## config.mk

```make
export PLATFORM = sky130hd
export DESIGN_NAME = xlate_buf
export DESIGN_NICKNAME = d
export VERILOG_FILES = /design/src/rtl/xlb_pkg.sv /design/src/rtl/xlb_lfsr.sv /design/src/rtl/xlb_match.sv /design/src/rtl/xlb_victim.sv /design/src/rtl/xlb_store.sv /design/src/rtl/xlate_buf.sv
export SDC_FILE = /design/constraint.sdc
export NUM_CORES = 1
export LEC_CHECK = 0
export ABC_AREA = 1
export BUFFER_PORTS_ARGS = -buffer_cell sky130_fd_sc_hd__buf_2
export CAP_MARGIN = 20
export CORE_AREA = 2 2 239 241
export DETAILED_ROUTE_END_ITERATION = 8
export DIE_AREA = 0 0 241 243
export GPL_TIMING_DRIVEN = 1
export PLACE_DENSITY = 0.74
export SYNTH_ARGS = -nofsm -noshare
export SYNTH_HDL_FRONTEND = slang
export SYNTH_SLANG_ARGS = --single-unit
```

## constraint.sdc

```tcl
create_clock -name clk -period 8.55 [get_ports clk]
set_clock_uncertainty 0.15 [all_clocks]
set_input_delay 1.71 -clock clk [delete_from_list [all_inputs] [get_ports clk]]
set_output_delay 1.71 -clock clk [all_outputs]
set_load 0.02 [all_outputs]
```

## src/rtl/xlb_pkg.sv

```systemverilog
package xlb_pkg;

  typedef enum logic [1:0] {
    ACC_READ  = 2'b00,
    ACC_WRITE = 2'b01,
    ACC_EXEC  = 2'b10,
    ACC_RSVD  = 2'b11
  } acc_kind_e;

  localparam int PERM_W = 3;
  localparam int PERM_R = 2;
  localparam int PERM_W_BIT = 1;
  localparam int PERM_X = 0;

  function automatic logic perm_allows(input logic [1:0] kind,
                                       input logic [PERM_W-1:0] perm);
    logic ok;
    case (kind)
      ACC_READ:  ok = perm[PERM_R];
      ACC_WRITE: ok = perm[PERM_W_BIT];
      ACC_EXEC:  ok = perm[PERM_X];
      default:   ok = 1'b0;
    endcase
    return ok;
  endfunction

  function automatic logic [7:0] lfsr_taps(input int width);
    logic [7:0] t;
    case (width)
      2: t = 8'b0000_0011;
      3: t = 8'b0000_0110;
      4: t = 8'b0000_1100;
      5: t = 8'b0001_0100;
      6: t = 8'b0011_0000;
      7: t = 8'b0110_0000;
      default: t = 8'b1011_1000;
    endcase
    return t;
  endfunction

endpackage

```

## src/rtl/xlb_lfsr.sv

```systemverilog
module xlb_lfsr #(
  parameter int W = 4
) (
  input  logic         clk,
  input  logic         rst_n,
  output logic [W-1:0] q
);
  localparam logic [7:0] TAPS8 = xlb_pkg::lfsr_taps(W);
  localparam logic [W-1:0] TAPS = TAPS8[W-1:0];

  logic fb;
  assign fb = ^(q & TAPS);

  always_ff @(posedge clk) begin
    if (!rst_n) q <= {{(W-1){1'b0}}, 1'b1};
    else        q <= {q[W-2:0], fb};
  end
endmodule

```

## src/rtl/xlb_match.sv

```systemverilog
module xlb_match #(
  parameter int N     = 16,
  parameter int VPN_W = 20,
  parameter int CTX_W = 4,
  localparam int IW   = $clog2(N)
) (
  input  logic [N-1:0]            valid,
  input  logic [N-1:0][VPN_W-1:0] tags,
  input  logic [N-1:0][CTX_W-1:0] ctxs,
  input  logic [VPN_W-1:0]        look_vpn,
  input  logic [CTX_W-1:0]        look_ctx,
  output logic [N-1:0]            match,
  output logic                    any,
  output logic [IW-1:0]           idx
);
  for (genvar i = 0; i < N; i++) begin : g_cmp
    assign match[i] = valid[i] && (tags[i] == look_vpn) && (ctxs[i] == look_ctx);
  end

  assign any = |match;

  always_comb begin
    idx = '0;
    for (int i = 0; i < N; i++) begin
      if (match[i]) idx = IW'(i);
    end
  end
endmodule

```

## src/rtl/xlb_victim.sv

```systemverilog
module xlb_victim #(
  parameter int N  = 16,
  localparam int IW = $clog2(N)
) (
  input  logic [N-1:0]  valid,
  input  logic [IW-1:0] rnd,
  output logic [IW-1:0] slot,
  output logic          has_free
);
  logic [IW-1:0] free_idx;

  always_comb begin
    free_idx = '0;
    for (int i = N - 1; i >= 0; i--) begin
      if (!valid[i]) free_idx = IW'(i);
    end
  end

  assign has_free = ~&valid;
  assign slot     = has_free ? free_idx : rnd;
endmodule

```

## src/rtl/xlb_store.sv

```systemverilog
module xlb_store #(
  parameter int N     = 16,
  parameter int VPN_W = 20,
  parameter int PPN_W = 18,
  parameter int CTX_W = 4,
  parameter int PW    = 3,
  localparam int IW   = $clog2(N)
) (
  input  logic                    clk,
  input  logic                    rst_n,
  input  logic                    clr_all,
  input  logic                    wr_en,
  input  logic [IW-1:0]           wr_slot,
  input  logic [VPN_W-1:0]        wr_vpn,
  input  logic [CTX_W-1:0]        wr_ctx,
  input  logic [PPN_W-1:0]        wr_ppn,
  input  logic [PW-1:0]           wr_perm,
  input  logic                    touch_en,
  input  logic                    touch_dirty,
  input  logic [IW-1:0]           touch_idx,
  output logic [N-1:0]            valid,
  output logic [N-1:0]            dirty,
  output logic [N-1:0]            refd,
  output logic [N-1:0][VPN_W-1:0] tags,
  output logic [N-1:0][CTX_W-1:0] ctxs,
  output logic [N-1:0][PPN_W-1:0] ppns,
  output logic [N-1:0][PW-1:0]    perms
);
  for (genvar i = 0; i < N; i++) begin : g_ent
    logic load, touch;
    assign load  = wr_en && (wr_slot == IW'(i));
    assign touch = touch_en && (touch_idx == IW'(i));

    always_ff @(posedge clk) begin
      if (!rst_n) begin
        valid[i] <= 1'b0;
        dirty[i] <= 1'b0;
        refd[i]  <= 1'b0;
      end else if (clr_all) begin
        valid[i] <= 1'b0;
      end else if (load) begin
        valid[i] <= 1'b1;
        dirty[i] <= 1'b0;
        refd[i]  <= 1'b0;
      end else if (touch) begin
        refd[i] <= 1'b1;
        if (touch_dirty) dirty[i] <= 1'b1;
      end
    end

    always_ff @(posedge clk) begin
      if (load) begin
        tags[i]  <= wr_vpn;
        ctxs[i]  <= wr_ctx;
        ppns[i]  <= wr_ppn;
        perms[i] <= wr_perm;
      end
    end
  end
endmodule

```

## src/rtl/xlate_buf.sv

```systemverilog
module xlate_buf #(
  parameter int VA_W    = 32,
  parameter int PA_W    = 30,
  parameter int OFF_W   = 12,
  parameter int ENTRIES = 16,
  parameter int CTX_W   = 4,
  localparam int VPN_W  = VA_W - OFF_W,
  localparam int PPN_W  = PA_W - OFF_W,
  localparam int IW     = $clog2(ENTRIES),
  localparam int PW     = xlb_pkg::PERM_W
) (
  input  logic             clk,
  input  logic             rst_n,
  input  logic             req_valid,
  input  logic [VA_W-1:0]  req_va,
  input  logic [1:0]       req_kind,
  input  logic [CTX_W-1:0] req_ctx,
  input  logic             flush,
  input  logic             fill_valid,
  input  logic [VPN_W-1:0] fill_vpn,
  input  logic [CTX_W-1:0] fill_ctx,
  input  logic [PPN_W-1:0] fill_ppn,
  input  logic [PW-1:0]    fill_perm,
  output logic             rsp_valid,
  output logic             rsp_hit,
  output logic             rsp_miss,
  output logic             rsp_fault,
  output logic [PA_W-1:0]  rsp_pa,
  output logic             rsp_dirty,
  output logic             rsp_ref
);
  import xlb_pkg::*;

  function automatic logic [PA_W-1:0] join_pa(input logic [PPN_W-1:0] ppn,
                                              input logic [OFF_W-1:0] off);
    return {ppn, off};
  endfunction

  logic [ENTRIES-1:0]            ent_valid, ent_dirty, ent_ref;
  logic [ENTRIES-1:0][VPN_W-1:0] ent_tag;
  logic [ENTRIES-1:0][CTX_W-1:0] ent_ctx;
  logic [ENTRIES-1:0][PPN_W-1:0] ent_ppn;
  logic [ENTRIES-1:0][PW-1:0]    ent_perm;

  logic [ENTRIES-1:0] lk_match;
  logic               lk_any;
  logic [IW-1:0]      lk_idx;
  logic               lk_ok;
  logic               lk_hit, lk_miss, lk_fault;
  logic               upd_en, upd_dirty;
  logic [IW-1:0]      rnd_q, vic_slot;
  logic               vic_free;
  logic               fill_en;

  xlb_lfsr #(.W(IW)) u_lfsr (.clk(clk), .rst_n(rst_n), .q(rnd_q));

  xlb_match #(.N(ENTRIES), .VPN_W(VPN_W), .CTX_W(CTX_W)) u_match (
    .valid(ent_valid), .tags(ent_tag), .ctxs(ent_ctx),
    .look_vpn(req_va[VA_W-1:OFF_W]), .look_ctx(req_ctx),
    .match(lk_match), .any(lk_any), .idx(lk_idx)
  );

  xlb_victim #(.N(ENTRIES)) u_victim (
    .valid(ent_valid), .rnd(rnd_q), .slot(vic_slot), .has_free(vic_free)
  );

  assign lk_ok     = perm_allows(req_kind, ent_perm[lk_idx]);
  assign lk_hit    = req_valid && lk_any && lk_ok;
  assign lk_fault  = req_valid && lk_any && !lk_ok;
  assign lk_miss   = req_valid && !lk_any;
  assign upd_en    = req_valid && lk_any;
  assign upd_dirty = lk_hit && (req_kind == ACC_WRITE);
  assign fill_en   = fill_valid && !flush;

  xlb_store #(.N(ENTRIES), .VPN_W(VPN_W), .PPN_W(PPN_W), .CTX_W(CTX_W), .PW(PW)) u_store (
    .clk(clk), .rst_n(rst_n), .clr_all(flush),
    .wr_en(fill_en), .wr_slot(vic_slot), .wr_vpn(fill_vpn), .wr_ctx(fill_ctx),
    .wr_ppn(fill_ppn), .wr_perm(fill_perm),
    .touch_en(upd_en), .touch_dirty(upd_dirty), .touch_idx(lk_idx),
    .valid(ent_valid), .dirty(ent_dirty), .refd(ent_ref),
    .tags(ent_tag), .ctxs(ent_ctx), .ppns(ent_ppn), .perms(ent_perm)
  );

  always_ff @(posedge clk) begin
    if (!rst_n) begin
      rsp_valid <= 1'b0;
      rsp_hit   <= 1'b0;
      rsp_miss  <= 1'b0;
      rsp_fault <= 1'b0;
      rsp_pa    <= '0;
      rsp_dirty <= 1'b0;
      rsp_ref   <= 1'b0;
    end else begin
      rsp_valid <= req_valid;
      rsp_hit   <= lk_hit;
      rsp_miss  <= lk_miss;
      rsp_fault <= lk_fault;
      rsp_pa    <= lk_hit ? join_pa(ent_ppn[lk_idx], req_va[OFF_W-1:0]) : '0;
      rsp_dirty <= upd_en && ent_dirty[lk_idx];
      rsp_ref   <= upd_en && ent_ref[lk_idx];
    end
  end
endmodule

```

Word-level counts from Yosys, hierarchy flattened

Index checks and enable logic that the tools add are counted.

Logic and storage cells: 440
Flip-flop bits (word level): 808

Equal/unequal tests: 64
Bitwise gates (word level): 2
Magnitude comparators: 1
Reduce and logical (&&, ||, !) cells: 147
Multiplexer cells: 106

Operators by type and width:

| kind                 | number |
|---|---|
| $eq A20 B20 Y1       | 16 |
| $mux W4              | 25 |
| $bmux W18 S4         | 1 |
| $logic_and A1 B1 Y1  | 72 |
| $mux W1              | 68 |
| $eq A4 B4 Y1         | 16 |
| $eq A4 B4 Y1 const B | 16 |
| $reduce_bool A2 Y1   | 32 |
| $reduce_and A3 Y1    | 16 |
| $reduce_and A2 Y1    | 17 |
| $eq A4 B3 Y1 const B | 8 |
| $mux W18             | 1 |
| $eq A4 B2 Y1 const B | 4 |
| $reduce_and A16 Y1   | 1 |
| $reduce_or A16 Y1    | 1 |
| $mux W3              | 5 |
| $bmux W3 S4          | 1 |
| $bmux W1 S4          | 2 |
| $eq A4 B1 Y1 const B | 2 |
| $logic_not A4 Y1     | 2 |
| $lt A4 B5 Y1 const B | 1 |
| $mux W2              | 2 |
| $reduce_xor A4 Y1    | 1 |
| $logic_not A1 Y1     | 3 |
| 6 further kinds      | 7 |

Longest topological paths before layout

Depth after elaboration: 26
Mapped depth: 36

Modules after synthesis

Synthesis repeated with hierarchy kept, for this count alone.

Cell total of the unflattened synthesis: 2867
Area total of the unflattened synthesis: 33797.4 sq um

By module, submodules not included:

| module     | cells each | area an instance (sq um) | times used |
|---|---|---|---|
| xlb_store  | 1016       | 23632.7                  | 1 |
| xlb_match  | 987        | 5416.4                   | 1 |
| xlate_buf  | 805        | 4438.0                   | 1 |
| xlb_victim | 44         | 187.7                    | 1 |
| xlb_lfsr   | 15         | 122.6                    | 1 |

Least setup slack after synthesis

OpenSTA, ideal clock, no wires.

Path type: in2reg
Start point: input port flush
End point: register u_store.dirty[0]
Data required time: 8.330 ns
Arrival time: 4.677 ns
Setup slack: 3.654 ns
Path buffers: 0
Library setup time: 0.070 ns
Stages: 11
Cell sequence: inv_1 > nand2_1 > nor2_1 > inv_1 > nor2_1 > inv_1 > nor2_1 > inv_1 > o31ai_1 > nand3_1 > a21oi_1

Word-level cells in the longest chain between the ends: 5
Elaborated cells on any way between the ends: 8
Classes of those cells: 1 x mux; 1 x bitwise; 6 x reduce/logical

RTL lines:

| what                            | line            | text |
|---|---|---|
| from (decl)                     | xlate_buf.sv:18 | `input logic flush,` |
| $logic_not A1 Y1 *              | xlate_buf.sv:73 | `assign fill_en = fill_valid && !flush;` |
| $logic_and A1 B1 Y1 *           | xlate_buf.sv:73 |  |
| $logic_and A1 B1 Y1 *           | xlb_store.sv:31 | `assign load = wr_en && (wr_slot == IW'(i));` |
| net u_store.g_ent[0].load       | xlb_store.sv:30 | `logic load, touch;` |
| $reduce_bool A2 Y1 (no line)    | -               |  |
| $reduce_and A3 Y1 (no line)     | -               |  |
| to (signal, indexed assignment) | xlb_store.sv:37 | `dirty[i] <= 1'b0;` |
| to (signal, indexed assignment) | xlb_store.sv:43 | `dirty[i] <= 1'b0;` |
| to (signal, indexed assignment) | xlb_store.sv:47 | `if (touch_dirty) dirty[i] <= 1'b1;` |
| to (decl)                       | xlb_store.sv:22 | `output logic [N-1:0] dirty,` |

The timed path passes the listed nets; every way through them passes the cells marked *.
A chain may end at the register's enable or synchronous reset.

Worst setup path in the final report

Start point: input port req_va[27]
End point: register rsp_pa[27]

Word-level cells in the longest chain between the ends: 23
Elaborated cells on any way between the ends: 72
Classes of those cells: 16 x eq/ne; 20 x mux; 36 x reduce/logical

RTL lines:

| what                              | line            | text |
|---|---|---|
| from (decl)                       | xlate_buf.sv:15 | `input logic [VA_W-1:0] req_va,` |
| $eq A20 B20 Y1                    | xlb_match.sv:17 | `assign match[i] = valid[i] && (tags[i] == look_vpn) && (ctxs[i] == look_ctx);` |
| $logic_and A1 B1 Y1 (2 in series) | xlb_match.sv:17 |  |
| $mux W1                           | xlb_match.sv:25 | `if (match[i]) idx = IW'(i);` |
| $mux W2 (2 in series)             | xlb_match.sv:25 |  |
| $mux W3 (4 in series)             | xlb_match.sv:25 |  |
| $mux W4 (8 in series)             | xlb_match.sv:25 |  |
| $bmux W3 S4                       | xlate_buf.sv:67 | `assign lk_ok = perm_allows(req_kind, ent_perm[lk_idx]);` |
| $mux W3 (not written as such)     | xlate_buf.sv:67 |  |
| $pmux W1 S3                       | xlb_pkg.sv:18   | `case (kind)` |
| $logic_and A1 B1 Y1               | xlate_buf.sv:68 | `assign lk_hit = req_valid && lk_any && lk_ok;` |
| $reduce_and A2 Y1 (no line)       | -               |  |
| to (signal assigned)              | xlate_buf.sv:98 | `rsp_pa <= lk_hit ? join_pa(ent_ppn[lk_idx], req_va[OFF_W-1:0]) : '0;` |
| to (decl)                         | xlate_buf.sv:28 | `output logic [PA_W-1:0] rsp_pa,` |

Several ways; a longest one is shown, not always the timed one. The select of a mux whose other input is x is not followed.

==> metrics <==
nets 2939; fin. max-slew vios 0; vias in the first global route 22460; MaxCap Viol Count 0; area of the core 55950 sq um; dpl cells 3525; Rows 87; met2 Track Usage GR 50.25%; syn_nets 2818; share of layout cells above drive strength 1 12.47%; crit path time final 6.812 ns; Hold Crit Class register to register; GRT Overall Usage 33.84%; Crit-path slowest cell inv_2; Syn Inst Count 2730; CP Data Arrival Time 7.23 ns; Power Dens Cells 218.3 nW/um^2; Req. time, crit path 8.96 ns; drt total wl 98.77 mm; number of H-tree levels 3; Skew-Pair Late Insertion Delay 0.65 ns; worst-path maximum fanout 42; largest net degree at the start of global routing 78; area occupied by multi-input gates 8272 sq um; Synth Cell Area 33190 sq um; number of synthesized flops with an enable pin 720; Crit. End Element register; worst setup path endpoint rsp_pa[27]; critical path type primary input to register; Pleak 13.10 nW; Rel. slew slack 14.51%; met1 Use GR 47.74%; RSZ-0062 raised after global routing false; Register Area 23380 sq um; dominant cell type by area after synthesis edfxtp_1; vias per cell 6.343; clock sink count 808; initial antenna violation count 5; Async SR Flop Fraction 0%; syn_area_per_cell 12.16 sq um; gpl congestion 0.9542; register area share after synthesis 70.46%; Area Growth Syn to Fin 11.23%; Reg2Reg Setup Slack 3.12 ns; clock tree root buffer cell clkbuf_16; Synth cell types 59; Most used DFF post-synth edfxtp_1; TritonCTS Buffers 80; peak supply drop 186.3 uV; die height 243 microns; outcome finished, final reports clean; drt first pass iters 6; reg2reg end rsp_pa[27]; GRT overflow 0; gr busiest metal met2; diode count 0; CP startpoint req_va[27]; post-route ant nets 0; Setup TNS Final 0 ns; post-synth top area share 65.15%; die area 58560 sq um; worst r2r src u_store.tags[194]; fmax 146.8 MHz; via count 23310; drt drc 0; Fillers 4040; critical path, cell by cell buf_2 > inv_1 > a221oi_1 > nand3_1 > nor4_1 > nand4_1 > and2_4 > a21oi_4 > nand2_1 > inv_2 > buf_4 > a22oi_1 > nand4_1 > nand2_1 > nor2_1 > nor3_1 > nor2_1; Setup violations, final 0; clock buffer depth 3; cts repair resizes 0; setup bufs post-CTS 0; CP Launch Type primary input; drt wl/cell 26.88 microns; CTS tree done; R2R cell count 17; 1st-iter DRT viols 3627; utilization after layout 65.97%; Largest stage delay, worst path 0.75 ns; hpwl dp 56.49 mm; Worst-Margin Slew 1.250 ns; overall power 8.059 mW; Top Ports 124; Final Hold Viols 0; Synth area leaders edfxtp_1, nand2_1, dfxtp_1; Worst Hold Slack 0.3009 ns; Reg clk slew, reported paths 0.06 ns; Port Buffers 123; post-route clock period utilization 79.68%; Finished Layout Cells 3674; Hold-fix buffers, CTS 0; met3 global-route usage 8.734%; Die X-Extent 241 microns; Yosys warning count 0; Starting Density 59.31%; first-pass GRT wire length 143.0 mm; post-synthesis register bit count 808
where the power goes:
part	switching (mW)	internal, mW	total [mW]
registers	0.00649	4.31	4.31
logic	0.248	0.0700	0.318
clock network	1.49	1.93	3.43
total	1.75	6.31	8.06
registers in the layout, summed over array words and instances (netlist names):
register       cells
u_lfsr.q           4
rsp_dirty          1
u_store.refd      16
rsp_ref            1
u_store.ppns     288
u_store.tags     320
rsp_valid          1
rsp_miss           1
u_store.valid     16
rsp_fault          1
u_store.ctxs      64
u_store.dirty     16
u_store.perms     48
rsp_hit            1
rsp_pa            30
Yosys cell counts (55+ instances only):
cell / count
a22oi_1: 63
nand3_1: 71
inv_1: 226
edfxtp_1: 720
dfxtp_1: 88
xnor2_1: 55
nor2_1: 221
o21ai_0: 69
a21oi_1: 65
o22ai_1: 59
nand4_1: 57
nand2_1: 567
final cells by class:
type	count	area share [%]
clock inverter	37	0.8745
sequential	808	63.34
multi-input combinational	1555	22.41
tap	756	2.563
inverter	256	2.610
timing repair buffer	150	2.227
clock buffer	112	5.972
through the flow:
step | cell area [sq um] | worst slack [ns]
floorplan | 33190 | 3.654
global placement | 34370 | 1.447
detailed placement | 34390 | 1.315
CTS | 36910 | 1.917
global route | 36910 | 1.524
finish | 36910 | 1.738
metal layers:
layer / routed length, microns / up-vias
met3: 13870 / 320
li1: - / 9934
met5: 13 / -
met4: 4403 / 2
met2: 43830 / 1761
met1: 36650 / 11290
cell families after synthesis:
logic type | after synthesis | share of synthesized area [%]
flops | 808 | 70.46
xor+xnor | 109 | 2.877
buf+inv | 367 | 5.011
simple gates | 1035 | 13.49
compound gates | 411 | 8.159
worst max-delay path, delay by kind of cell:
family,cells,cell delay (ns)
AOI/OAI and AO/OA,3,1.15
buffers and inverters,4,2.17
and+or+nand+nor,10,2.14
worst min-delay path by stage:
| stage | depth (start not counted) | slack (ns) | endpoint | start |
|---|---|---|---|---|
| floorplan | 2 | 0.26 | u_lfsr.q[1] | u_lfsr.q[0] |
| global placement | 2 | 0.29 | u_lfsr.q[1] | u_lfsr.q[0] |
| detailed placement | 2 | 0.29 | u_store.dirty[6] | u_store.dirty[6] |
| CTS | 2 | 0.30 | u_store.dirty[3] | u_store.dirty[3] |
| global route | 2 | 0.32 | u_store.dirty[7] | u_store.dirty[7] |
| finish | 2 | 0.30 | u_store.dirty[3] | u_store.dirty[3] |
cells in the final DEF (no fill, tap or decap), types with 55 or more instances in the layout:
cell	netlist	routed
edfxtp_1	720	720
nand2_1	567	567
inv_1	226	225
nor2_1	221	205
buf_2	52	123
dfxtp_1	88	88
clkbuf_16	0	82
nand3_1	71	71
o21ai_0	69	69
a21oi_1	65	64
a22oi_1	63	63
o22ai_1	59	59
nand4_1	57	57
xnor2_1	55	55
Note: power is estimated with default switching activity, not from simulation.
